### src/rtl/pcc_pkg.sv
package pcc_pkg;
  localparam int CNT_W  = 32;
  localparam int STAT_W = 8;
  localparam int EVT_N  = 4;

  typedef enum logic [1:0] {CM_FREE = 2'b00, CM_SINGLE = 2'b01,
                            CM_RANGE = 2'b10, CM_MODN = 2'b11} cmode_e;
  typedef enum logic [1:0] {IX_OFF = 2'b00, IX_LOAD = 2'b01,
                            IX_CLEAR = 2'b10, IX_LATCH = 2'b11} ixact_e;

  typedef struct packed {
    logic [CNT_W-1:0] nxt;
    logic             cy;
    logic             bw;
    logic             cmp;
  } step_t;

  // Mask of active bits for a byte-width selector (00 = 4 bytes ... 11 = 1 byte)
  function automatic logic [CNT_W-1:0] width_mask(input logic [1:0] sel);
    logic [CNT_W:0] one_past;
    one_past = '0;
    one_past[8 * (4 - int'(sel))] = 1'b1;
    return CNT_W'(one_past - 1'b1);
  endfunction

  function automatic logic top_bit(input logic [CNT_W-1:0] v, input logic [1:0] sel);
    return v[8 * (4 - int'(sel)) - 1];
  endfunction

  // One step of the counter in the given mode
  function automatic step_t next_count(input logic [CNT_W-1:0] cur,
                                       input logic [CNT_W-1:0] lim,
                                       input logic [CNT_W-1:0] msk,
                                       input logic up, input cmode_e cm);
    step_t s;
    s = '0;
    s.nxt = cur;
    if (up) begin
      if ((cm == CM_RANGE) && (cur == lim)) s.cy = 1'b1;
      else if ((cm == CM_MODN) && (cur == lim)) begin
        s.nxt = '0; s.cy = 1'b1;
      end else if (cur == msk) begin
        s.nxt = '0; s.cy = 1'b1;
      end else s.nxt = cur + 1'b1;
    end else begin
      if (cur == '0) begin
        s.bw = 1'b1;
        if (cm == CM_MODN) s.nxt = lim;
        else if (cm != CM_RANGE) s.nxt = msk;
      end else s.nxt = cur - 1'b1;
    end
    s.cmp = (s.nxt == lim);
    return s;
  endfunction
endpackage

### src/rtl/pcc_step.sv
module pcc_step
  import pcc_pkg::*;
(
  input  logic [CNT_W-1:0] cur,
  input  logic [CNT_W-1:0] lim,
  input  logic [1:0]       wsel,
  input  logic             up,
  input  cmode_e           cm,
  output logic [CNT_W-1:0] nxt,
  output logic             cy,
  output logic             bw,
  output logic             cmp
);
  step_t s;
  always_comb begin
    s   = next_count(cur, lim, width_mask(wsel), up, cm);
    nxt = s.nxt;
    cy  = s.cy;
    bw  = s.bw;
    cmp = s.cmp;
  end
endmodule

### src/rtl/pcc_flags.sv
module pcc_flags
  import pcc_pkg::*;
(
  input  logic             clk,
  input  logic             rst_n,
  input  cmode_e           cm,
  input  logic [EVT_N-1:0] evt,      // {carry, borrow, compare, index}
  input  logic             up_step,
  input  logic [EVT_N-1:0] fen,
  input  logic             clr_str,
  output logic [EVT_N-1:0] sticky,
  output logic             pls,
  output logic             lflag_n,
  output logic             dflag_n
);
  logic dyn_hit;

  always_comb begin
    unique case (cm)
      CM_FREE:   dyn_hit = |(evt & fen);
      CM_SINGLE: dyn_hit = evt[3] | evt[2];
      default:   dyn_hit = (evt[1] & up_step) | evt[2];
    endcase
  end

  always_ff @(posedge clk or negedge rst_n) begin
    if (!rst_n) begin
      sticky  <= '0;
      pls     <= 1'b1;
      dflag_n <= 1'b1;
    end else begin
      dflag_n <= ~dyn_hit;
      if (clr_str) begin
        sticky <= evt;
        pls    <= 1'b0;
      end else begin
        sticky <= sticky | evt;
      end
    end
  end

  assign lflag_n = ~|(sticky & fen);

  AST_LFLAG_HOLD: assert property (@(posedge clk) disable iff (!rst_n)
    (!lflag_n && !clr_str) |=> (!lflag_n || (fen != $past(fen))));
  AST_SINGLE_DYN: assert property (@(posedge clk) disable iff (!rst_n)
    ((cm == CM_SINGLE) && (evt[3] || evt[2])) |=> !dflag_n);
  AST_PLS_CLEAR: assert property (@(posedge clk) disable iff (!rst_n)
    clr_str |=> !pls);
endmodule

### src/rtl/pos_counter_core.sv
module pos_counter_core
  import pcc_pkg::*;
(
  input  logic              clk,
  input  logic              rst_n,
  input  logic              cnt_stb,
  input  logic              cnt_up,
  input  logic              cnt_en_in,
  input  logic              idx_in,
  input  logic [7:0]        mode0,
  input  logic [7:0]        mode1,
  input  logic              dtr_wr,
  input  logic [CNT_W-1:0]  dtr_wdata,
  input  logic              cmd_clr_cntr,
  input  logic              cmd_load_cntr,
  input  logic              cmd_load_otr,
  input  logic              cmd_clr_str,
  output logic [CNT_W-1:0]  cnt_q,
  output logic [CNT_W-1:0]  otr_q,
  output logic [STAT_W-1:0] status_q,
  output logic              lflag_n,
  output logic              dflag_n
);
  cmode_e           cm;
  ixact_e           ixa;
  logic             ipol, cen, halted, halt_eff, dir_r, idx_prev, idx_act, idx_evt;
  logic             host_ld, idx_ld, step_go, pls;
  logic [1:0]       wsel;
  logic [EVT_N-1:0] fen, evt, sticky;
  logic [CNT_W-1:0] cnt_r, otr_r, dtr_r, msk, cur, dtr_m, s_nxt;
  logic             s_cy, s_bw, s_cmp;
  logic             unused_cfg;

  assign cm         = cmode_e'(mode0[3:2]);
  assign ixa        = ixact_e'(mode0[5:4]);
  assign ipol       = mode0[6];
  assign wsel       = mode1[1:0];
  assign fen        = mode1[7:4];
  assign unused_cfg = ^{mode0[1:0], mode1[3]};

  assign msk      = width_mask(wsel);
  assign cur      = cnt_r & msk;
  assign dtr_m    = dtr_r & msk;
  assign cen      = cnt_en_in & ~mode1[2];
  assign halt_eff = halted & (cm == CM_SINGLE);

  // index: transition into the active level
  assign idx_act = (idx_in == ipol);
  assign idx_evt = idx_act & ~idx_prev & (ixa != IX_OFF);
  assign idx_ld  = idx_evt & ((ixa == IX_LOAD) | (ixa == IX_CLEAR));
  assign host_ld = cmd_clr_cntr | cmd_load_cntr;
  assign step_go = cnt_stb & cen & ~halt_eff & ~host_ld & ~idx_ld;

  pcc_step u_step (
    .cur (cur), .lim (dtr_m), .wsel (wsel), .up (cnt_up), .cm (cm),
    .nxt (s_nxt), .cy (s_cy), .bw (s_bw), .cmp (s_cmp)
  );

  assign evt = {step_go & s_cy, step_go & s_bw, step_go & s_cmp, idx_evt};

  pcc_flags u_flags (
    .clk (clk), .rst_n (rst_n), .cm (cm), .evt (evt),
    .up_step (step_go & cnt_up), .fen (fen), .clr_str (cmd_clr_str),
    .sticky (sticky), .pls (pls), .lflag_n (lflag_n), .dflag_n (dflag_n)
  );

  always_ff @(posedge clk or negedge rst_n) begin
    if (!rst_n) begin
      cnt_r    <= '0;
      otr_r    <= '0;
      dtr_r    <= '0;
      halted   <= 1'b0;
      dir_r    <= 1'b0;
      idx_prev <= 1'b0;
    end else begin
      idx_prev <= idx_act;
      if (dtr_wr) dtr_r <= dtr_wdata;
      if (cmd_clr_cntr) begin
        cnt_r <= '0; halted <= 1'b0;
      end else if (cmd_load_cntr) begin
        cnt_r <= dtr_m; halted <= 1'b0;
      end else if (idx_ld) begin
        cnt_r  <= (ixa == IX_LOAD) ? dtr_m : '0;
        halted <= 1'b0;
      end else if (step_go) begin
        cnt_r <= s_nxt;
        dir_r <= cnt_up;
        if ((cm == CM_SINGLE) && (s_cy || s_bw)) halted <= 1'b1;
      end
      if (cmd_load_otr || (idx_evt && (ixa == IX_LATCH))) otr_r <= cur;
    end
  end

  assign cnt_q    = cur;
  assign otr_q    = otr_r;
  assign status_q = {sticky, cen, pls, dir_r, top_bit(cur, wsel)};

  AST_RANGE_BOUND: assert property (@(posedge clk) disable iff (!rst_n)
    ((cm == CM_RANGE) && step_go && (cur <= dtr_m)) |=> (cnt_r <= $past(dtr_m)));
  AST_MODN_DOWN_WRAP: assert property (@(posedge clk) disable iff (!rst_n)
    ((cm == CM_MODN) && step_go && !cnt_up && (cur == '0)) |=> (cnt_r == $past(dtr_m)));
  AST_SINGLE_HALT: assert property (@(posedge clk) disable iff (!rst_n)
    (halt_eff && !host_ld && !idx_ld) |=> (cnt_r == $past(cnt_r)));
  AST_COUNT_GATE: assert property (@(posedge clk) disable iff (!rst_n)
    (!cen && !host_ld && !idx_ld) |=> (cnt_r == $past(cnt_r)));
endmodule

### config.mk
export PLATFORM = sky130hd
export DESIGN_NAME = pos_counter_core
export DESIGN_NICKNAME = d
export VERILOG_FILES = /design/src/rtl/pcc_pkg.sv /design/src/rtl/pcc_step.sv /design/src/rtl/pcc_flags.sv /design/src/rtl/pos_counter_core.sv
export SDC_FILE = /design/constraint.sdc
export NUM_CORES = 1
export LEC_CHECK = 0
export ABC_AREA = 1
export BUFFER_PORTS_ARGS = -buffer_cell sky130_fd_sc_hd__buf_2
export CAP_MARGIN = 20
export CORE_ASPECT_RATIO = 0.5
export CORE_MARGIN = 5
export CORE_UTILIZATION = 30
export CTS_CLUSTER_SIZE = 8
export DETAILED_ROUTE_END_ITERATION = 6
export GPL_TIMING_DRIVEN = 0
export HOLD_SLACK_MARGIN = 0.02
export PLACE_DENSITY = 0.59
export SLEW_MARGIN = 15
export SYNTH_ARGS = -nofsm -noshare
export SYNTH_HDL_FRONTEND = slang
export SYNTH_SLANG_ARGS = --single-unit
### constraint.sdc
create_clock -name clk -period 6.3 [get_ports clk]
set_input_delay 0.945 -clock clk [delete_from_list [all_inputs] [get_ports clk]]
set_output_delay 0.945 -clock clk [all_outputs]
set_load 0.01 [all_outputs]
* Yosys cells after proc, flatten, opt, wreduce, memory -nomap -nowiden
Cells that the tools add are included.
Storage, ports and cells: flip-flop bits (word level) 105, output and inout port bits 74, word-level logic and storage cells 105
Cells by class: order comparisons 3, $add $sub $neg 5, equal/unequal tests 11, mux-type cells 29, reductions and logical operators 17, bitwise gates (word level) 31
Operators by type and width (number):
- $mux 32 | 11
- $eq 32x32->1 | 3
- $and 32x32->32 | 2
- $mux 33 | 1
- $add 32x1->32 const B | 1
- $logic_not 32->1 | 1
- $sub 32x1->32 const B | 1
- $sub 25x1->26 const B | 1
- $and 1x1->1 | 14
- $mux 1 | 13
- $and 4x4->4 | 2
- $eq 2x2->1 const B | 4
- $lt 7x8->1 const B | 1
- $lt 8x7->1 const B | 1
- $not 1->1 | 8
- $reduce_bool 4->1 | 2
- $reduce_or 4->1 | 2
- $sub 7x2->8 const B | 1
- $ge 7x1->1 const B | 1
- $bmux 1 s5 | 1
- $logic_and 1x1->1 | 5
- $eq 2x1->1 const B | 2
- $mux 4 | 1
- $or 1x1->1 | 4
- other kinds (12) | 13

* Logic depth before layout (Yosys ltp)
word-level depth 19, mapped depth 30, depth with buffers taken out 28

* Cells and area by module
Synthesis repeated with hierarchy kept, for this count alone.
Second synthesis, totals: cells, all modules 1714, area total of the unflattened synthesis 10224.8 µm²
Modules (own cells, without submodules):
- pos_counter_core | times used 1, area an instance 5086.1 µm², cells each 666, seq. area each 2477.4 µm²
- pcc_step | times used 1, area an instance 4843.4 µm², cells each 1008, seq. area each 0.0 µm²
- pcc_flags | times used 1, area an instance 295.3 µm², cells each 40, seq. area each 152.6 µm²

* Least setup slack after synthesis
No wires, ideal clock.
path kind in2reg, start point input mode1[0], end point register u_flags.dflag_n, data required time 6225 ps, stages 25, arrival time 3785 ps, slack 2440 ps, library setup time 75 ps, cells stage by stage ha_1 -> inv_2 -> buf_4 -> ha_1 -> buf_2 -> nand2_4 -> nor2_2 -> nand2_1 -> nand2_1 -> nor2_1 -> nand2_1 -> nor2_4 -> nand3_4 -> buf_2 -> nand3_1 -> o21ai_1 -> nand2_1 -> nand2_1 -> nand2_1 -> nor2_1 -> nand2_1 -> nor3_2 -> nand3_1 -> nand2_1 -> nand2_1
Between the ends: cells in the longest elaborated chain, start to end 18, elaborated cells on any way between the ends 39
Ends and longest elaborated chain:
- from (decl) | RTL line pos_counter_core.sv:11 | input logic [7:0] mode1,
- $sub 3x2->4 (*) | RTL line pcc_pkg.sv:22 | one_past[8 * (4 - int'(sel))] = 1'b1;
- $lt 7x8->1 (not written as such) / $ge 7x1->1 (equally long branches) | RTL line pcc_pkg.sv:22
- $logic_and 1x1->1 (not written as such) | RTL line pcc_pkg.sv:22
- $mux 1 (not written as such) | RTL line pcc_pkg.sv:22
- $demux 1 s3 (*)
- $sub 25x1->26 (*) | RTL line pcc_pkg.sv:23 | return CNT_W'(one_past - 1'b1);
- $and 32x32->32 (*) | RTL line pos_counter_core.sv:42 | assign cur = cnt_r & msk;
- net cnt_q[20] | RTL line pos_counter_core.sv:18 | output logic [CNT_W-1:0] cnt_q,
- [... 3 more ...]
- $mux 32 | RTL line pcc_pkg.sv:39 | if ((cm == CM_RANGE) && (cur == lim)) s.cy = 1'b1;
- $mux 32 | RTL line pcc_pkg.sv:38 | if (up) begin
- $eq 32x32->1 | RTL line pcc_pkg.sv:52 | s.cmp = (s.nxt == lim);
- $and 1x1->1 | RTL line pos_counter_core.sv:59 | assign evt = {step_go & s_cy, step_go & s_bw, step_go & s_cmp, idx_evt};
- $and 4x4->4 / $and 1x1->1 (equally long branches) | RTL line pcc_flags.sv:20, pcc_flags.sv:22
- $reduce_or 4->1 / $or 1x1->1 (equally long branches) | RTL line pcc_flags.sv:20, pcc_flags.sv:22
- $pmux 1 s2 (*) | RTL line pcc_flags.sv:19 | unique case (cm)
- $not 1->1 (*) | RTL line pcc_flags.sv:32 | dflag_n <= ~dyn_hit;
- to (signal assigned) | RTL line pcc_flags.sv:32
- to (decl) | RTL line pcc_flags.sv:14 | output logic dflag_n
Mark *: on every way through the listed nets, which the timed path passes. The rest lies on a longest branch. A chain may end at the register's enable or synchronous reset.

* Worst setup path after layout
start point input mode1[0], end point register u_flags.dflag_n
Between the ends: cells in the longest elaborated chain, start to end 18, elaborated cells on any way between the ends 39
Ends and longest elaborated chain:
- $sub 3x2->4 (*) | RTL line pcc_pkg.sv:22
- $lt 7x8->1 (not written as such) / $ge 7x1->1 (equally long branches) | RTL line pcc_pkg.sv:22
- $logic_and 1x1->1 (not written as such) | RTL line pcc_pkg.sv:22
- $mux 1 (not written as such) | RTL line pcc_pkg.sv:22
- $demux 1 s3 (*)
- $sub 25x1->26 (*) | RTL line pcc_pkg.sv:23
- $and 32x32->32 (on tied branches) | RTL line pos_counter_core.sv:42, pos_counter_core.sv:43
- $add 32x1->32, or another cell as far along | RTL line pcc_pkg.sv:44 | end else s.nxt = cur + 1'b1;
- [... 2 more ...]
- $mux 32 | RTL line pcc_pkg.sv:39
- $mux 32 | RTL line pcc_pkg.sv:38
- $eq 32x32->1 | RTL line pcc_pkg.sv:52
- $and 1x1->1 | RTL line pos_counter_core.sv:59
- $and 4x4->4 / $and 1x1->1 (equally long branches) | RTL line pcc_flags.sv:20, pcc_flags.sv:22
- $reduce_or 4->1 / $or 1x1->1 (equally long branches) | RTL line pcc_flags.sv:20, pcc_flags.sv:22
- $pmux 1 s2 (*) | RTL line pcc_flags.sv:19
- $not 1->1 (*) | RTL line pcc_flags.sv:32
Mark *: on every way between the ends. The rest lies on a longest branch, timed or not.

==> impl_metrics.env <==
export IMPL_die_y_um=138.7
export IMPL_syn_cell_area_mm2=0.009936
export IMPL_die_area_mm2=0.03708
export IMPL_path_max_fanout=10
export IMPL_r2r_start="cnt_r[10]$_DFFE_PN0P_"
export IMPL_grt_use_total_pct=27.66
export IMPL_clkTransAtPathRegs_ps=70
export IMPL_leakagePower_nw=5.915
export IMPL_diodes=0
export IMPL_fin_tns_setup_ps=0
export IMPL_cts_setup_buffers=0
export IMPL_grt_max_degree=55
export IMPL_wl_per_cell_um=23.57
export IMPL_drt_pass1_iterations=5
export IMPL_yosys_warnings=0
export IMPL_insertion_delay_ps=390
export IMPL_io_pins=133
export IMPL_final_util_pct=34.83
export IMPL_path_class="in2reg"
export IMPL_core_mm2=0.03287
export IMPL_synth_cell_types=44
export IMPL_yosysSeqAreaShare_pct=26.47
export IMPL_drtIter0Drc=1595
export IMPL_crit_arrival_ps=5590
export IMPL_hold_start="u_flags.pls$_DFFE_PN1P_"
export IMPL_skew_ps=13.50
export IMPL_finalNetCount=1845
export IMPL_die_w_um=267.4
export IMPL_setup_viol=0
export IMPL_cts_root_buf="clkbuf_16"
export IMPL_cts_resized=0
export IMPL_area_delta_synth_final_pct=15.25
export IMPL_grt_pass1_vias=11100
export IMPL_fillers=3689
export IMPL_cts_sinks=105
export IMPL_cts_tree="built"
export IMPL_maxSlewViolCount=0
export IMPL_synthCells=1638
export IMPL_initial_core_util_pct=30.22
export IMPL_vdd_ir_drop_max_mv=0.1187
export IMPL_cts_path_max_buffers=2
export IMPL_required_ps=6620
export IMPL_ant_nets=0
export IMPL_hold_viol=0
export IMPL_antenna_found_initial=0
export IMPL_cts_hold_buf=0
export IMPL_min_period_ps=5271
export IMPL_min_path_cells=2
export IMPL_synth_nets=1707
export IMPL_syn_avg_cell_area_um2=6.066
export IMPL_hold_class="reg2reg"
export IMPL_status="finished clean"
export IMPL_powerDensity_mw_per_mm2=204.6
export IMPL_grt_pass1_wl_um=76160
export IMPL_dp_final_hpwl_um=42920
export IMPL_maxCapViolCount=0
export IMPL_fmax_mhz=189.7
export IMPL_finish_instance_area_mm2=0.01145
export IMPL_crit_path_start_kind="input port"
export IMPL_gp_congestion=1.016
export IMPL_ff2ff_path_depth=22
export IMPL_std_cell_rows=47
export IMPL_relSlewSlack_pct=29.89
export IMPL_grt_ovfl_total=0
export IMPL_post_route_period_util_pct=83.67
export IMPL_drive_above_1_share_pct=12.69
export IMPL_vias=12060
export IMPL_viasPerCell=5.428
export IMPL_ff2ff_setup_slack_ps=2070
export IMPL_grt_setup_unrepaired="false"
export IMPL_h_tree_depth=3
export IMPL_synth_seq_cells=105
export IMPL_end_kind="flop"
export IMPL_total_power_mw=2.343
export IMPL_hold_ws_ps=440.7
export IMPL_regToRegEndpoint="u_flags.dflag_n$_DFF_PN1_"
export IMPL_drcViolationCount=0
export IMPL_hold_path_endpoint="u_flags.pls$_DFFE_PN1P_"
export IMPL_numCtsBuffers=9
export IMPL_drt_total_wl_um=52380
export IMPL_io_buffers=126
export IMPL_worstMarginPinSlew_ps=1048
export IMPL_dpl_instance_area_mm2=0.01115
-- metal layers --
layer / part of all wire (%) / wire [µm] / up-vias / track usage [%]
met4: 2.1 / 1107 / 0 / 6.704
met1: 46 / 24120 / 5629 / 42.38
met5: 0 / 0 / - / 0
li1: - / - / 5648 / -
met3: 14 / 7460 / 58 / 10.74
met2: 38 / 19690 / 727 / 35.65
-- report_power, final --
group	internal (mW)	switching [mW]	total [mW]
combinational	0.256	0.670	0.926
clock	0.320	0.285	0.605
sequential	0.736	0.0759	0.812
total	1.31	1.03	2.34
-- critical path, stage by stage --
cell,delay (ps)
buf_2,150
ha_1,260
inv_2,200
buf_4,220
ha_1,150
buf_2,350
nand2_4,180
nor2_2,510
nand2_1,140
nand2_1,100
nor2_1,40
nand2_1,90
nor2_4,90
nand3_4,150
buf_2,260
nand3_1,220
o21ai_1,420
nand2_1,140
nand2_1,90
nand2_1,50
nor2_1,100
nand2_1,70
nor3_2,370
nand3_1,140
nand2_1,80
nand2_1,40
-- cell type report --
| class | instances | area, µm² | area share (%) |
|---|---|---|---|
| Tap cell | 441 | 551.8 | 4.819 |
| Timing Repair Buffer | 127 | 664.4 | 5.802 |
| Buffer | 75 | 364.1 | 3.180 |
| Clock buffer | 12 | 246.5 | 2.153 |
| Sequential cell | 105 | 2630 | 22.97 |
| Multi-Input combinational cell | 1239 | 6120 | 53.44 |
| Inverter | 219 | 822.0 | 7.179 |
| Clock inverter | 4 | 52.55 | 0.4589 |
-- how the worst max path moves through the flow --
| stage | from | endpoint | cells after the start |
|---|---|---|---|
| after floorplan | mode1[0] | u_flags.dflag_n$_DFF_PN1_ | 25 |
| after global placement | mode1[0] | u_flags.dflag_n$_DFF_PN1_ | 27 |
| after detailed placement | mode1[0] | u_flags.dflag_n$_DFF_PN1_ | 26 |
| after CTS | mode1[0] | u_flags.dflag_n$_DFF_PN1_ | 26 |
| after global routing | mode1[0] | u_flags.dflag_n$_DFF_PN1_ | 26 |
| final | mode1[0] | u_flags.dflag_n$_DFF_PN1_ | 26 |
-- cell families (layout without fill, tap and decap cells) --
family,Yosys count,count (layout),synth area share (%)
and+or+nand+nor,901,901,40.22
xor gates and xnor gates,34,34,2.997
muxes,1,1,0.1133
adders and majority gates,10,10,1.259
buffers and inverters,294,437,11.94
DFF,105,105,26.47
AOI/OAI and AO/OA,293,293,17.00
-- registers in the layout, indices dropped and copies added (netlist names) --
signal,flops
u_flags.dflag_n,1
u_flags.sticky,4
idx_prev,1
u_flags.pls,1
dtr_r,32
cnt_r,32
otr_q,32
halted,1
dir_r,1
-- cell usage after synthesis, drive strengths merged --
| library cell | number | area share [%] |
|---|---|---|
| a211oi | 2 | 0.15 |
| a21oi | 23 | 1.2 |
| a221oi | 16 | 1.4 |
| a31oi | 25 | 1.6 |
| a32o | 1 | 0.10 |
| and3 | 1 | 0.063 |
| buf | 28 | 1.9 |
| clkbuf | 47 | 1.8 |
| clkinv | 4 | 0.15 |
| dfrtp | 103 | 26 |
| dfstp | 2 | 0.53 |
| ha | 10 | 1.3 |
| inv | 215 | 8.1 |
| mux2 | 1 | 0.11 |
| nand2 | 508 | 20 |
| nand3 | 138 | 7.6 |
| nand3b | 12 | 0.91 |
| nand4 | 45 | 2.8 |
| nor2 | 174 | 7.8 |
| nor3 | 18 | 1.1 |
| nor3b | 2 | 0.20 |
| nor4 | 3 | 0.19 |
| o211ai | 17 | 1.3 |
| o21ai | 182 | 9.2 |
| o221ai | 14 | 1.2 |
| o22ai | 11 | 0.69 |
| o31ai | 2 | 0.15 |
| xnor2 | 3 | 0.26 |
| xor2 | 31 | 2.7 |
-- stage by stage --
step / setup WS (ps) / cells
after floorplan: 2440 / 1638
after global placement: 872.9 / 2205
after detailed placement: 884.5 / 2206
after CTS: 1292 / 2222
after global routing: 875.6 / 2222
final: 1029 / 2222
-- layout by cell type, fill, tap and decap left out, types with 3 or more instances in the layout --
master / n
clkinv_1: 4
nand4_1: 45
nand3_4: 4
a21oi_1: 23
clkbuf_16: 9
o22ai_1: 11
nor2_4: 9
o211ai_1: 17
clkbuf_1: 49
nand2_1: 501
nand2_4: 3
nor3_2: 4
nand3_1: 132
buf_4: 6
ha_1: 10
buf_1: 4
nor4_1: 3
o221ai_1: 14
xor2_1: 31
buf_2: 137
a31oi_1: 25
a221oi_1: 16
o21ai_0: 155
nor2_1: 147
nand2_2: 4
inv_1: 204
nor3_1: 14
nand3b_1: 12
o21ai_1: 25
xnor2_1: 3
dfrtp_1: 103
buf_6: 7
nor2_2: 17
inv_2: 11
(Power assumes the default switching activity.)
